## config.mk

```make
export PLATFORM = sky130hd
export DESIGN_NAME = lsq_dispatch
export DESIGN_NICKNAME = d
export VERILOG_FILES = /design/src/rtl/lsq_pkg.sv /design/src/rtl/lsq_fifo.sv /design/src/rtl/lsq_pend_track.sv /design/src/rtl/lsq_dispatch.sv
export SDC_FILE = /design/constraint.sdc
export NUM_CORES = 1
export LEC_CHECK = 0
export BUFFER_PORTS_ARGS = -buffer_cell sky130_fd_sc_hd__buf_4
export CAP_MARGIN = 10
export CORE_MARGIN = 2
export CORE_UTILIZATION = 43
export CTS_CLUSTER_DIAMETER = 80
export CTS_CLUSTER_SIZE = 24
export DETAILED_ROUTE_END_ITERATION = 16
export PLACE_DENSITY_LB_ADDON = 0.12
export RECOVER_POWER = 50
export REMOVE_ABC_BUFFERS = 1
export SLEW_MARGIN = 20
export SYNTH_ARGS = -nofsm -noshare
export SYNTH_HDL_FRONTEND = slang
export SYNTH_SLANG_ARGS = --single-unit
export TNS_END_PERCENT = 30
```

## constraint.sdc

```tcl
create_clock -name clk -period 3.88 [get_ports clk]
set_input_delay 0 -clock clk [delete_from_list [all_inputs] [get_ports clk]]
set_output_delay 0 -clock clk [all_outputs]
set_load 0.02 [all_outputs]
```

## src/rtl/lsq_pkg.sv

```systemverilog
package lsq_pkg;
  localparam int unsigned LSQ_ADDR_W = 32;
  localparam int unsigned LSQ_DATA_W = 32;
  localparam int unsigned LSQ_NREGS  = 16;
  localparam int unsigned LSQ_DEPTH  = 4;

  typedef enum logic [1:0] {
    ACT_IDLE,
    ACT_LOAD,
    ACT_STORE,
    ACT_FLUSH
  } disp_act_e;
endpackage

```

## src/rtl/lsq_fifo.sv

```systemverilog
module lsq_fifo #(
  parameter int W     = 8,
  parameter int DEPTH = 4,
  localparam int PW   = (DEPTH > 1) ? $clog2(DEPTH) : 1,
  localparam int CW   = $clog2(DEPTH + 1)
) (
  input  logic         clk,
  input  logic         rst,
  input  logic         flush,
  input  logic         push,
  input  logic [W-1:0] din,
  input  logic         pop,
  output logic [W-1:0] dout,
  output logic         full,
  output logic         empty
);
  // storage without reset so that it maps onto distributed or block RAM
  logic [W-1:0]  mem [DEPTH];
  logic [PW-1:0] wptr, rptr;
  logic [CW-1:0] cnt, cnt_nx;
  logic          do_push, do_pop;

  assign do_push = push && !full && !flush;
  assign do_pop  = pop && !empty && !flush;

  function automatic logic [PW-1:0] ptr_inc(input logic [PW-1:0] p);
    return (p == PW'(DEPTH - 1)) ? '0 : p + 1'b1;
  endfunction

  always_ff @(posedge clk) begin
    if (do_push) mem[wptr] <= din;
  end

  assign dout = mem[rptr];

  always_comb begin
    cnt_nx = cnt;
    if (do_push && !do_pop)      cnt_nx = cnt + 1'b1;
    else if (do_pop && !do_push) cnt_nx = cnt - 1'b1;
  end

  always_ff @(posedge clk) begin
    if (rst || flush) begin
      wptr  <= '0;
      rptr  <= '0;
      cnt   <= '0;
      full  <= 1'b0;
      empty <= 1'b1;
    end else begin
      if (do_push) wptr <= ptr_inc(wptr);
      if (do_pop)  rptr <= ptr_inc(rptr);
      cnt   <= cnt_nx;
      full  <= (cnt_nx == CW'(DEPTH));
      empty <= (cnt_nx == '0);
    end
  end
endmodule

```

## src/rtl/lsq_pend_track.sv

```systemverilog
module lsq_pend_track #(
  parameter int NREGS = 16,
  parameter int DEPTH = 4,
  localparam int RW   = $clog2(NREGS),
  localparam int CW   = $clog2(DEPTH + 1)
) (
  input  logic             clk,
  input  logic             rst,
  input  logic             flush,
  input  logic             inc,
  input  logic [RW-1:0]    inc_reg,
  input  logic             dec,
  input  logic [RW-1:0]    dec_reg,
  output logic [NREGS-1:0] pend
);
  // one small counter per register: number of unissued loads aimed at it
  for (genvar g = 0; g < NREGS; g++) begin : g_reg
    logic [CW-1:0] c;
    logic          hit_inc, hit_dec;

    assign hit_inc = inc && (inc_reg == RW'(g));
    assign hit_dec = dec && (dec_reg == RW'(g));

    always_ff @(posedge clk) begin
      if (rst || flush)            c <= '0;
      else if (hit_inc && !hit_dec) c <= c + 1'b1;
      else if (hit_dec && !hit_inc) c <= c - 1'b1;
    end

    assign pend[g] = (c != '0);
  end
endmodule

```

## src/rtl/lsq_dispatch.sv

```systemverilog
module lsq_dispatch
  import lsq_pkg::*;
#(
  parameter int ADDR_W = LSQ_ADDR_W,
  parameter int DATA_W = LSQ_DATA_W,
  parameter int NREGS  = LSQ_NREGS,
  parameter int DEPTH  = LSQ_DEPTH,
  localparam int RW    = $clog2(NREGS)
) (
  input  logic              clk,
  input  logic              rst,
  input  logic              abort,
  input  logic              disp_valid,
  input  logic              disp_is_store,
  input  logic [ADDR_W-1:0] disp_addr,
  input  logic [RW-1:0]     disp_reg,
  input  logic [DATA_W-1:0] disp_data,
  output logic              disp_ready,
  output logic              ld_req_valid,
  output logic [ADDR_W-1:0] ld_req_addr,
  input  logic              ld_req_ready,
  input  logic              ld_rsp_valid,
  input  logic [DATA_W-1:0] ld_rsp_data,
  output logic              st_req_valid,
  output logic [ADDR_W-1:0] st_req_addr,
  output logic [DATA_W-1:0] st_req_data,
  input  logic              st_req_ready,
  output logic              wb_valid,
  output logic [RW-1:0]     wb_reg,
  output logic [DATA_W-1:0] wb_data,
  output logic [NREGS-1:0]  hz_set_mask,
  output logic [NREGS-1:0]  hz_clr_mask
);
  localparam int LW = ADDR_W + RW;
  localparam int SW = ADDR_W + DATA_W;
  localparam logic [NREGS-1:0] BIT0 = NREGS'(1);

  disp_act_e act;
  logic ldq_full, ldq_empty, stq_full, stq_empty, tag_full, tag_empty;
  logic ld_push, st_push, ld_issue, st_issue, rsp_take;
  logic [RW-1:0]     ld_head_reg, tag_head;
  logic [NREGS-1:0]  pend;

  always_comb begin
    if (abort)              act = ACT_FLUSH;
    else if (!disp_valid)   act = ACT_IDLE;
    else if (disp_is_store) act = ACT_STORE;
    else                    act = ACT_LOAD;
  end

  assign disp_ready = !abort && (disp_is_store ? !stq_full : !ldq_full);
  assign ld_push    = (act == ACT_LOAD) && !ldq_full;
  assign st_push    = (act == ACT_STORE) && !stq_full;

  assign ld_req_valid = !ldq_empty && !tag_full && !abort;
  assign st_req_valid = !stq_empty && !abort;
  assign ld_issue     = ld_req_valid && ld_req_ready;
  assign st_issue     = st_req_valid && st_req_ready;
  assign rsp_take     = ld_rsp_valid && !tag_empty;

  lsq_fifo #(.W(LW), .DEPTH(DEPTH)) ldq_i (
    .clk(clk), .rst(rst), .flush(abort),
    .push(ld_push), .din({disp_addr, disp_reg}),
    .pop(ld_issue), .dout({ld_req_addr, ld_head_reg}),
    .full(ldq_full), .empty(ldq_empty)
  );

  lsq_fifo #(.W(SW), .DEPTH(DEPTH)) stq_i (
    .clk(clk), .rst(rst), .flush(abort),
    .push(st_push), .din({disp_addr, disp_data}),
    .pop(st_issue), .dout({st_req_addr, st_req_data}),
    .full(stq_full), .empty(stq_empty)
  );

  // registers of issued loads, oldest first; not touched by abort
  lsq_fifo #(.W(RW), .DEPTH(DEPTH)) tagq_i (
    .clk(clk), .rst(rst), .flush(1'b0),
    .push(ld_issue), .din(ld_head_reg),
    .pop(rsp_take), .dout(tag_head),
    .full(tag_full), .empty(tag_empty)
  );

  lsq_pend_track #(.NREGS(NREGS), .DEPTH(DEPTH)) pend_i (
    .clk(clk), .rst(rst), .flush(abort),
    .inc(ld_push), .inc_reg(disp_reg),
    .dec(ld_issue), .dec_reg(ld_head_reg),
    .pend(pend)
  );

  always_ff @(posedge clk) begin
    if (rst) begin
      wb_valid    <= 1'b0;
      wb_reg      <= '0;
      wb_data     <= '0;
      hz_set_mask <= '0;
      hz_clr_mask <= '0;
    end else begin
      wb_valid <= rsp_take;
      if (rsp_take) begin
        wb_reg  <= tag_head;
        wb_data <= ld_rsp_data;
      end
      hz_set_mask <= ld_push ? (BIT0 << disp_reg) : '0;
      hz_clr_mask <= (abort ? pend : '0) | (rsp_take ? (BIT0 << tag_head) : '0);
    end
  end
endmodule

```

==> results of run 1 <==
[placed cells by master (no fill, tap or decap), types with 6 or more instances in the layout]
cell type	Yosys	final
edfxtp_1	416	416
buf_4	0	152
clkbuf_1	38	148
dfxtp_1	150	147
nand2_1	127	127
dlygate4sd3_1	0	107
mux4_2	104	104
a21oi_1	86	86
nor2_1	80	80
ha_1	37	37
clkbuf_16	0	35
xor2_1	32	32
inv_1	29	29
nor3_1	22	22
o21ai_0	20	20
or3_1	19	19
mux2i_1	18	18
o31ai_1	17	17
fa_1	16	16
nor2b_1	8	7
xnor2_1	6	6
[where the power goes]
| group | switching (mW) | leakage [nW] | internal, mW |
|---|---|---|---|
| combinational | 0.523 | 3.20 | 0.330 |
| sequential | 0.0652 | 4.97 | 6.60 |
| clock | 2.05 | 0.535 | 1.81 |
| total | 2.63 | 8.71 | 8.74 |
[routing by layer]
| layer | wire length [um] | up-vias |
|---|---|---|
| met2 | 23800 | 268 |
| met1 | 20500 | 6136 |
| li1 | - | 5641 |
| met5 | 27 | - |
| met3 | 2330 | 69 |
| met4 | 1010 | 4 |
[what timing repair did]
item                       4_1_cts  5_1_grt
hold endpoints to repair       468        0
hold buffers                   107        0
buffers inserted                 0        0
setup endpoints to repair        0        0
[per-stage QoR]
step | instance area (um2) | total power [mW] | util (%) | cells | hold WS (ns)
3_5_place_dp | 24500 | 7.65 | 49.1 | 2212 | 0.205
4_1_cts | 26700 | 11.6 | 53.5 | 2378 | 0.141
6_report | 26100 | 11.4 | 52.3 | 2378 | 0.235
2_1_floorplan | 21300 | 7.21 | - | 1239 | 0.0691
5_1_grt | 26100 | 11.8 | 52.3 | 2378 | 0.235
3_3_place_gp | 24500 | 7.63 | 49.1 | 2212 | 0.202
[path summary, 6_finish.rpt]
kind,slack [ns],end
max,0.80,stq_i.mem[3][19]
min,0.23,stq_i.mem[1][12]
max reg2reg,0.92,pend_i.g_reg[0].c[2]
min reg2reg,0.46,wb_data[15]
[cell families (layout without fill, tap and decap cells)]
| family | count (synthesis) | in the layout | synth area share (%) |
|---|---|---|---|
| multiplexers | 122 | 122 | 11.7 |
| buffers and inverters | 87 | 496 | 1.60 |
| AO/OA/AOI/OAI | 132 | 132 | 3.39 |
| XOR/XNOR | 38 | 38 | 1.54 |
| flip-flops | 566 | 566 | 71.8 |
| adder cells (fa/ha/maj) | 53 | 53 | 3.63 |
| AND/OR/NAND/NOR | 299 | 299 | 6.31 |
[area by class of cell]
class / count / share of cell area [%]
clock buffers: 38 / 3.44
clock inverters: 21 / 0.777
inverters: 29 / 0.417
multi-input cells: 644 / 21.9
flip-flops and latches: 566 / 59.4
well taps: 672 / 3.22
repair buffers: 408 / 10.8
[worst max-delay path, cell delays in order]
cell and delay (ns):
dlygate4sd3_1 0.53, clkbuf_1 0.25, clkbuf_1 0.63, nor4bb_1 0.43, clkbuf_1 0.33, and2_4 0.76
buf_4 0.35
==> metrics.txt, run 1 <==
GRT met1 Usage=between 20% and 30%; filler instances=4262; Ports=~280; setup TNS=0 ns; Post-synth EDFFs=around 420; Reg clk slew, reported paths=0.08 ns; initial antenna violation count=2; Slew HR=-34.2%; Hold Path Class=input port to flop; GPL Wtd Cong=0.787; dpl hpwl=30500 um; Regs by FF count=stq_i.mem: 256 flops, ldq_i.mem: 144 flops, pend_i.g.c: 48 flops; Most Used Layer, Global Route=met2; fmax=about 320 MHz; GR Util met3=3.88%; mapped cell area=roughly 22000 um2; vias in the first global route=12570; startpoint types=input port; cells taking the most area after synthesis=edfxtp_1, dfxtp_1, mux4_2; core area=49900 um2; Top reg by flops=stq_i.mem; CP Class=input port to flop; Slew Limit Fails=44; Die W=roughly 230 um; CTS H-Tree Depth=2; ys async rst share=0%; crit path time final=roughly 3 ns; critical path required time=4.14 ns; Mean Syn Cell Area=between 15 and 20 um2; All-Layer GR Usage=between 10% and 20%; largest fanout on the critical path=between 40 and 50; Ys Warns=0; Skew-Pair Late Insertion Delay=~0.56 ns; LEAKAGE=8.71 nW; CTS sink cnt=roughly 570; IO Port Bufs=~280; Seq/Total Area, Yosys=between 70% and 80%; clock root buffer=clkbuf_16; die area=~52000 um2; first-pass GRT wire length=roughly 74000 um; WL final=between 40000 and 50000 um; Layout area overhead=21.0%; beginning of the critical path=abort; 1st-pass router iterations=5; # rows=about 80; DR vias/cell=approximately 5.1; footprint of the multi-input gates=roughly 5700 um2; Hold Vio Cnt, Final=0; pin count of the biggest net entering global routing=60; average wire per standard cell=roughly 20 um; Reg area=around 16000 um2; remaining antenna violation count=0; Slew @ Worst Pin=between 2 and 2.5 ns; worst r2r src=tagq_i.full; Crit. End Element=flop; Worst Reg2Reg Path Length in Cells=10; MaxCap Viol Count=1; final worst path period share=79.4%; Total Nets Final=roughly 1800; setup slack at placement=between 1 and 1.5 ns; ANT cells=0; initial DRC count=~700; grt met2 use=31.5%; distinct cell type count after synthesis=39; # resized after CTS=0; CTS tree=done; worst hold stages=2; CP Data Arrival Time=3.34 ns; setup ws final=about 0.8 ns; top cell type by total area after synthesis=edfxtp_1; max reg flops=between 200 and 300; clock buffer count from CTS=34; Initial Util=between 40% and 50%; Mapped Cells=approximately 1300; Fin Clk Skew=0.0155 ns; top post-synthesis cells by count=edfxtp_1, dfxtp_1, nand2_1; Hold Crit Start=disp_data[12]; drt drc=0; outcome=complete, but fails checks; height of the die=~230 um; Max Buffers Root-to-Sink=3; violated checks=capacitance limit, slew limit; number of synthesized register bits=~570; share of layout cells above drive strength 1=about a fifth; Post-synth top flop=edfxtp_1; count leader, synth=edfxtp_1; total number of vias=around 12000; peak supply drop=around 0.00028 V; Pwr Density=around 440 nW/um2; total congestion overflow after global routing=0; Yosys top cell area share=57.9%; Final setup viols=0; RSZ-0062 raised after global routing=false
(Power assumes the default switching activity.)
==> inputs of run 2 (changes only) <==
--- a/config.mk
+++ b/config.mk
@@ -5,6 +5,7 @@
 export SDC_FILE = /design/constraint.sdc
 export NUM_CORES = 1
 export LEC_CHECK = 0
+export ABC_AREA = 1
 export BUFFER_PORTS_ARGS = -buffer_cell sky130_fd_sc_hd__buf_4
 export CAP_MARGIN = 10
 export CORE_MARGIN = 2
==> constraint.sdc (replaced) <==
create_clock -name clk -period 2.69 [get_ports clk]
set_input_delay 0 -clock clk [delete_from_list [all_inputs] [get_ports clk]]
set_output_delay 0 -clock clk [all_outputs]
set_load 0.02 [all_outputs]
==> run 2 against run 1 <==
Against the previous run: the flow still finishes with violations (capacitance limit, slew limit); non-clock buffer count up 15; global-route usage is 1.1 points higher; wire length rose by 12%; worst hold slack lost 0.16 ns.
==> metrics.txt, run 2 <==
Top reg by flops=stq_i.mem; Reg area=15500 um2 (unchanged); critical path required time=3.00 ns (-1.14 ns); Regs by FF count=stq_i.mem: 256 flops, ldq_i.mem: 144 flops, pend_i.g.c: 48 flops; largest fanout on the critical path=24 (-49%); footprint of the multi-input gates=5990 um2 (+4.5%); cells along the critical path=inv_1 > nand3_4 > nor2_1 > buf_12; Max Buffers Root-to-Sink=3 (unchanged); post-layout util=52.5% (+0.20 points); CP Class=flop to flop; Ports=276 (unchanged); Skew-Pair Late Insertion Delay=0.61 ns (+0.05 ns); ys async rst share=0% (unchanged); # rows=83 (+1.2%); average wire per standard cell=18.1 um (-9.6%); Post-synth EDFFs=416 (unchanged); CTS tree=done; Worst R2R Setup Slack=0.28 ns (-0.64 ns); vias in the first global route=14666 (+17%); crit path time final=about 2.4 ns; slowest CP cell=nor2_1; most frequent cells in the layout=edfxtp_1, nor2_1, o21ai_0, clkbuf_1, buf_4; clock root buffer=clkbuf_16; Final setup viols=0 (unchanged); setup TNS=0 ns (unchanged); RSZ-0062 raised after global routing=false; pin count of the biggest net entering global routing=89 (+48%); max reg flops=256 (unchanged); GPL Wtd Cong=0.804 (+2.1%); Hold Vio Cnt, Final=0 (unchanged); top cell type by total area after synthesis=edfxtp_1; violated checks=capacitance limit, slew limit; MaxCap Viol Count=1 (unchanged); Seq/Total Area, Yosys=69.4% (-2.4 points); GR Util met3=2.74% (-1.1 points); Mean Syn Cell Area=11.8 um2 (-29%); commonest non-fill, non-tap cell in the layout=edfxtp_1; first-pass GRT wire length=82300 um (+12%); Pwr Density=624 nW/um2 (+43%); number of synthesized register bits=566 (unchanged); Reg clk slew, reported paths=0.09 ns (about the same); die area=53800 um2 (+3.4%); GRT met1 Usage=26.4% (+2.2 points); peak supply drop=0.000492 V (+74%); Most Used Layer, Global Route=met2; LEAKAGE=9.51 nW (+9.2%); Die W=232 um (+1.7%); distinct cell type count after synthesis=42 (+7.7%); clock buffer count from CTS=31 (-8.8%); grt met2 use=33.2% (+1.8 points); Total Nets Final=2410 (+31%); Crit. End Element=flop; dpl hpwl=33200 um (+8.8%); filler instances=4607 (+8.1%); All-Layer GR Usage=19.6% (+1.1 points); core area=51300 um2 (+2.9%); total congestion overflow after global routing=0 (unchanged); Tot Pwr=16.8 mW (+48%); DR vias/cell=5.10 (about the same); Ys Warns=0 (unchanged); CTS sink cnt=566 (unchanged); Hold WS=0.0734 ns (-0.161 ns); critical path buffer and inverter count=2 (-3); IO Port Bufs=275 (unchanged); Slew @ Worst Pin=1.56 ns (-0.451 ns); Slew Limit Fails=7 (-84%); setup ws final=0.280 ns (-0.521 ns); 1st-pass router iterations=5 (unchanged); WL final=53600 um (+12%); share of layout cells above drive strength 1=12.3% (-7.0 points); mapped cell area=22300 um2 (+3.5%); drt drc=0 (unchanged); Yosys top cell area share=56.0% (-2.0 points); Initial Util=43.5% (+0.26 points); Hold Path Class=input port to flop; max incr delay on CP=1.20 ns (+0.44 ns); final worst path period share=between 80% and 90%; initial antenna violation count=1 (-1); cells taking the most area after synthesis=edfxtp_1, dfxtp_1, o21ai_0; remaining antenna violation count=0 (unchanged); Slew HR=-4.51% (+30 points); total number of vias=15072 (+24%); CTS H-Tree Depth=1 (-1); top post-synthesis cells by count=edfxtp_1, nor2_1, o21ai_0; initial DRC count=935 (+33%); CP top delay family=simple AND/OR/NAND/NOR gates; height of the die=232 um (+1.7%); Mapped Cells=1884 (+45%); fmax=415 MHz; CP Data Arrival Time=2.72 ns (-0.62 ns); setup slack at placement=0.205 ns (-0.920 ns); Fin Clk Skew=0.0214 ns (+0.00587 ns); outcome=complete, but fails checks; Post-synth top flop=edfxtp_1; Layout area overhead=20.7%; startpoint types=flop; count leader, synth=edfxtp_1
-- run 2: cell types whose count changed in the layout (fill, tap and decap cells not counted), moves of 9 or more --
cell,before,now
inv_2,0,11
nand3_1,5,40
xor2_1,32,14
buf_12,3,14
mux2i_1,18,0
inv_1,29,112
or3_1,19,0
o22ai_1,0,96
o21ai_0,20,273
mux4_2,104,0
nand2_2,0,9
nor2_4,0,15
nor2_1,80,341
a21oi_1,86,68
-- run 2: tightest hold or removal path, cell delays in order --
cell and delay [ns]:
buf_4 0.10, inv_1 0.08, nor2_4 0.04, buf_4 0.25, a21oi_1 0.17
-- run 2: area by class of cell --
class,count,area share (%)
Clock buffer,39,2.99
Timing Repair Buffer,423,11.4
Sequential cell,566,57.5
Antenna cell,1,0.00928
Tap cell,680,3.16
Inverter,127,1.81
Multi-Input combinational cell,1100,22.2
Clock inverter,19,0.919
-- run 2: logic make-up (layout without fill, tap and decap cells) --
group,Yosys count,after routing,synth area share (%)
AOI/OAI and AO/OA,465,465,11.5
xor gates and xnor gates,14,14,0.549
adders and majority gates,53,53,3.51
buffers and inverters,218,608,3.97
DFF,566,566,69.4
other,0,1,0
and+or+nand+nor,568,568,11.0
-- run 2: routing by layer --
metal  wire [um]  share of wire [%]
met5           0                  0
met4        1410                2.6
met3        2600                4.9
met2       26100                 49
met1       23500                 44
-- run 2: power breakdown --
group | switching (mW) | internal, mW
Clock | 2.88 | 2.59
Combinational | 1.11 | 0.552
Sequential | 0.121 | 9.58
-- run 2: repair_timing --
| action | CTS | global route |
|---|---|---|
| buffers inserted | 0 | 4 |
| endpoints found under the hold margin | 479 | 0 |
| gates resized for setup | 0 | 9 |
| hold buffers | 107 | 0 |
| setup endpoints to repair | 0 | 16 |
-- run 2: path summary, 6_finish.rpt --
path / startpoint / to / cells past startpoint
hold / removal: ld_rsp_valid / wb_reg[1] / 5
setup / recovery: stq_i.full / stq_i.mem[1][25] / 4
setup reg to reg: stq_i.full / stq_i.mem[1][25] / 4
hold reg to reg: pend_i.g_reg[11].c[2] / pend_i.g_reg[11].c[2] / 2
-- run 2: metrics by stage --
step	instance area [um2]	cells
6_report	27000	2955
3_5_place_dp	25400	2785
3_3_place_gp	25400	2785
4_1_cts	27500	2950
2_1_floorplan	21900	1793
5_1_grt	27000	2955
==> inputs of run 3 (changes only) <==
--- a/config.mk
+++ b/config.mk
@@ -5,7 +5,6 @@
 export SDC_FILE = /design/constraint.sdc
 export NUM_CORES = 1
 export LEC_CHECK = 0
-export ABC_AREA = 1
 export BUFFER_PORTS_ARGS = -buffer_cell sky130_fd_sc_hd__buf_4
 export CAP_MARGIN = 10
 export CORE_MARGIN = 2
==> run 3 against run 2 <==
Against the previous run: final area decreased by 0.53%; setup slack got worse by 0.20 ns; worst hold slack improved by 0.12 ns; wire length decreased by 10%; clock skew increased by 0.0022 ns; register-to-register slack got worse by 0.20 ns; non-clock buffer count increased by 11; utilization increased by 1.2 points; largest power group unchanged; clock power increased by 2%; the run now ends clean.
==> metrics.txt, run 3 (synthesized netlist as in run 1, its figures left out) <==
critical path required time=3.24 ns (+0.24 ns); first-pass GRT wire length=74800 um (-9.1%); Top reg by flops=stq_i.mem; IO Port Bufs=275 (unchanged); CTS tree=done; initial DRC count=849 (-9.2%); Skew-Pair Late Insertion Delay=0.61 ns (about the same); remaining antenna violation count=0 (unchanged); finished layout cell area=26800 um2 (-0.53%); peak supply drop=0.000531 V (+7.8%); crit path time final=2.61 ns (+0.202 ns); Total Nets Final=1867 (-23%); Crit. End Element=flop; Initial Util=43.3% (-0.26 points); Max Buffers Root-to-Sink=3 (unchanged); max incr delay on CP=0.54 ns (-0.66 ns); Pwr Density=615 nW/um2 (-1.5%); core area=49900 um2 (-2.8%); Slew HR=51.4% (+56 points); Slew @ Worst Pin=0.729 ns (-0.832 ns); total number of vias=12199 (-19%); clock buffer count from CTS=31 (unchanged); Fin Clk Skew=0.0235 ns (+0.00217 ns); Final setup viols=0 (unchanged); Ports=276 (unchanged); setup ws final=0.0782 ns (-0.202 ns); # rows=82 (-1.2%); GPL Wtd Cong=0.793 (-1.3%); dpl hpwl=31300 um (-5.9%); outcome=finished clean; drt drc=0 (unchanged); startpoint types=flop; CTS H-Tree Depth=1 (unchanged); share of layout cells above drive strength 1=26.8% (+14 points); CP Class=flop to flop; height of the die=228 um (-1.7%); DR vias/cell=5.08 (-0.47%); RSZ-0062 raised after global routing=true; Layout area overhead=24.3%; non-filler cells, final=2403 (-19%); largest fanout on the critical path=5 (-79%); slowest CP cell=mux4_2; Reg clk slew, reported paths=0.10 ns (about the same); RR Endpoint=pend_i.g_reg[13].c[2]; crit path to=pend_i.g_reg[13].c[2]; die area=52000 um2 (-3.3%); Slew Limit Fails=0 (-7); commonest non-fill, non-tap cell in the layout=edfxtp_1; Hold Path Class=input port to flop; Hold Vio Cnt, Final=0 (unchanged); Worst R2R Setup Slack=0.08 ns (-0.20 ns); most frequent cells in the layout=edfxtp_1, buf_4, dfxtp_1, nand2_1, dlygate4sd3_1; Die W=228 um (-1.7%); average wire per standard cell=20.0 um (+10%); final worst path period share=97.1% (+7.5 points); Placed Instance Area=24700 um2 (-2.5%); fmax=383 MHz (-7.7%); CTS sink cnt=566 (unchanged); Cells after DPL=2228 (-20%); MaxCap Viol Count=0 (-1); post-layout util=53.8% (+1.2 points); Worst Reg2Reg Path Length in Cells=9 (+5); total congestion overflow after global routing=0 (unchanged); CP Data Arrival Time=3.16 ns (+0.44 ns); LEAKAGE=9.27 nW (-2.6%); clock root buffer=clkbuf_16; 1st-pass router iterations=4 (-1); pin count of the biggest net entering global routing=53 (-40%); All-Layer GR Usage=18.4% (-1.2 points); ANT cells=0 (-1); setup slack at placement=0.0321 ns (-0.173 ns); Tot Pwr=16.5 mW (-2.0%); cells along the critical path=mux4_2 > and2_1 > nand2_1 > ha_1 > inv_1 > fa_1 > xor2_1 > or3_1 > a21oi_1; Regs by FF count=stq_i.mem: 256 flops, ldq_i.mem: 144 flops, pend_i.g.c: 48 flops; max reg flops=256 (unchanged); WL final=48000 um (-10%); vias in the first global route=12704 (-13%); initial antenna violation count=1 (unchanged)
==> run 3: power breakdown <==
| part | total, mW | leakage [nW] | internal, mW | switching, mW |
|---|---|---|---|---|
| combinational | 1.33 | 3.75 | 0.569 | 0.758 |
| sequential | 9.61 | 4.97 | 9.51 | 0.0971 |
| clock | 5.55 | 0.549 | 2.66 | 2.89 |
==> run 3: worst min-delay path by stage <==
stage / startpoint / endpoint / slack [ns] / cells past startpoint
after floorplan: rst / hz_clr_mask[0] / 0.07 / 1
after global placement: disp_data[8] / stq_i.mem[1][8] / 0.20 / 1
after detailed placement: disp_data[19] / stq_i.mem[3][19] / 0.21 / 1
after CTS: disp_data[5] / stq_i.mem[2][5] / 0.09 / 2
after global routing: ld_rsp_data[21] / wb_data[21] / 0.18 / 4
final: ld_rsp_data[19] / wb_data[19] / 0.19 / 4
==> run 3: cell type report <==
cell class,count,area (um2)
fillers,4140,23000
flip-flops and latches,566,15500
multi-input cells,644,5800
repair buffers,434,3470
well taps,672,841
clock buffers,40,830
clock inverters,18,250
inverters,29,109
==> run 3: timing repair <==
| action | in CTS | in global routing |
|---|---|---|
| setup buffers | 0 | 8 |
| gates resized for setup | 0 | 18 |
| endpoints found under the setup margin | 0 | 19 |
| endpoints found under the hold margin | 476 | 0 |
| hold buffers | 109 | 0 |
==> run 3: through the flow <==
stage               hold slack (ns)  TNS [ns]
finish                        0.189         0
CTS                          0.0907         0
global route                  0.182    -0.268
detailed placement            0.206         0
global placement              0.202         0
floorplan                    0.0691   -168.91
==> run 3: metal layers <==
metal  share of wire, %  up-vias  global-route usage, %  routed length, um
met1                 44     6203                   25.1              21400
met3                3.7       58                   2.39               1790
met5              0.025        -                      0                 12
met2                 50      253                   31.7              24000
li1                   -     5683                      -                  -
met4                1.8        2                   4.08                888
==> run 3: critical path, delay by kind of cell (launching register included) <==
kind / cells / cell delay (ns)
AOI/OAI and AO/OA: 1 / 0.15
xor gates and xnor gates: 1 / 0.15
adders and majority gates: 2 / 0.60
buffers and inverters: 1 / 0.07
DFF: 1 / 0.40
muxes: 1 / 0.54
and+or+nand+nor: 3 / 0.63
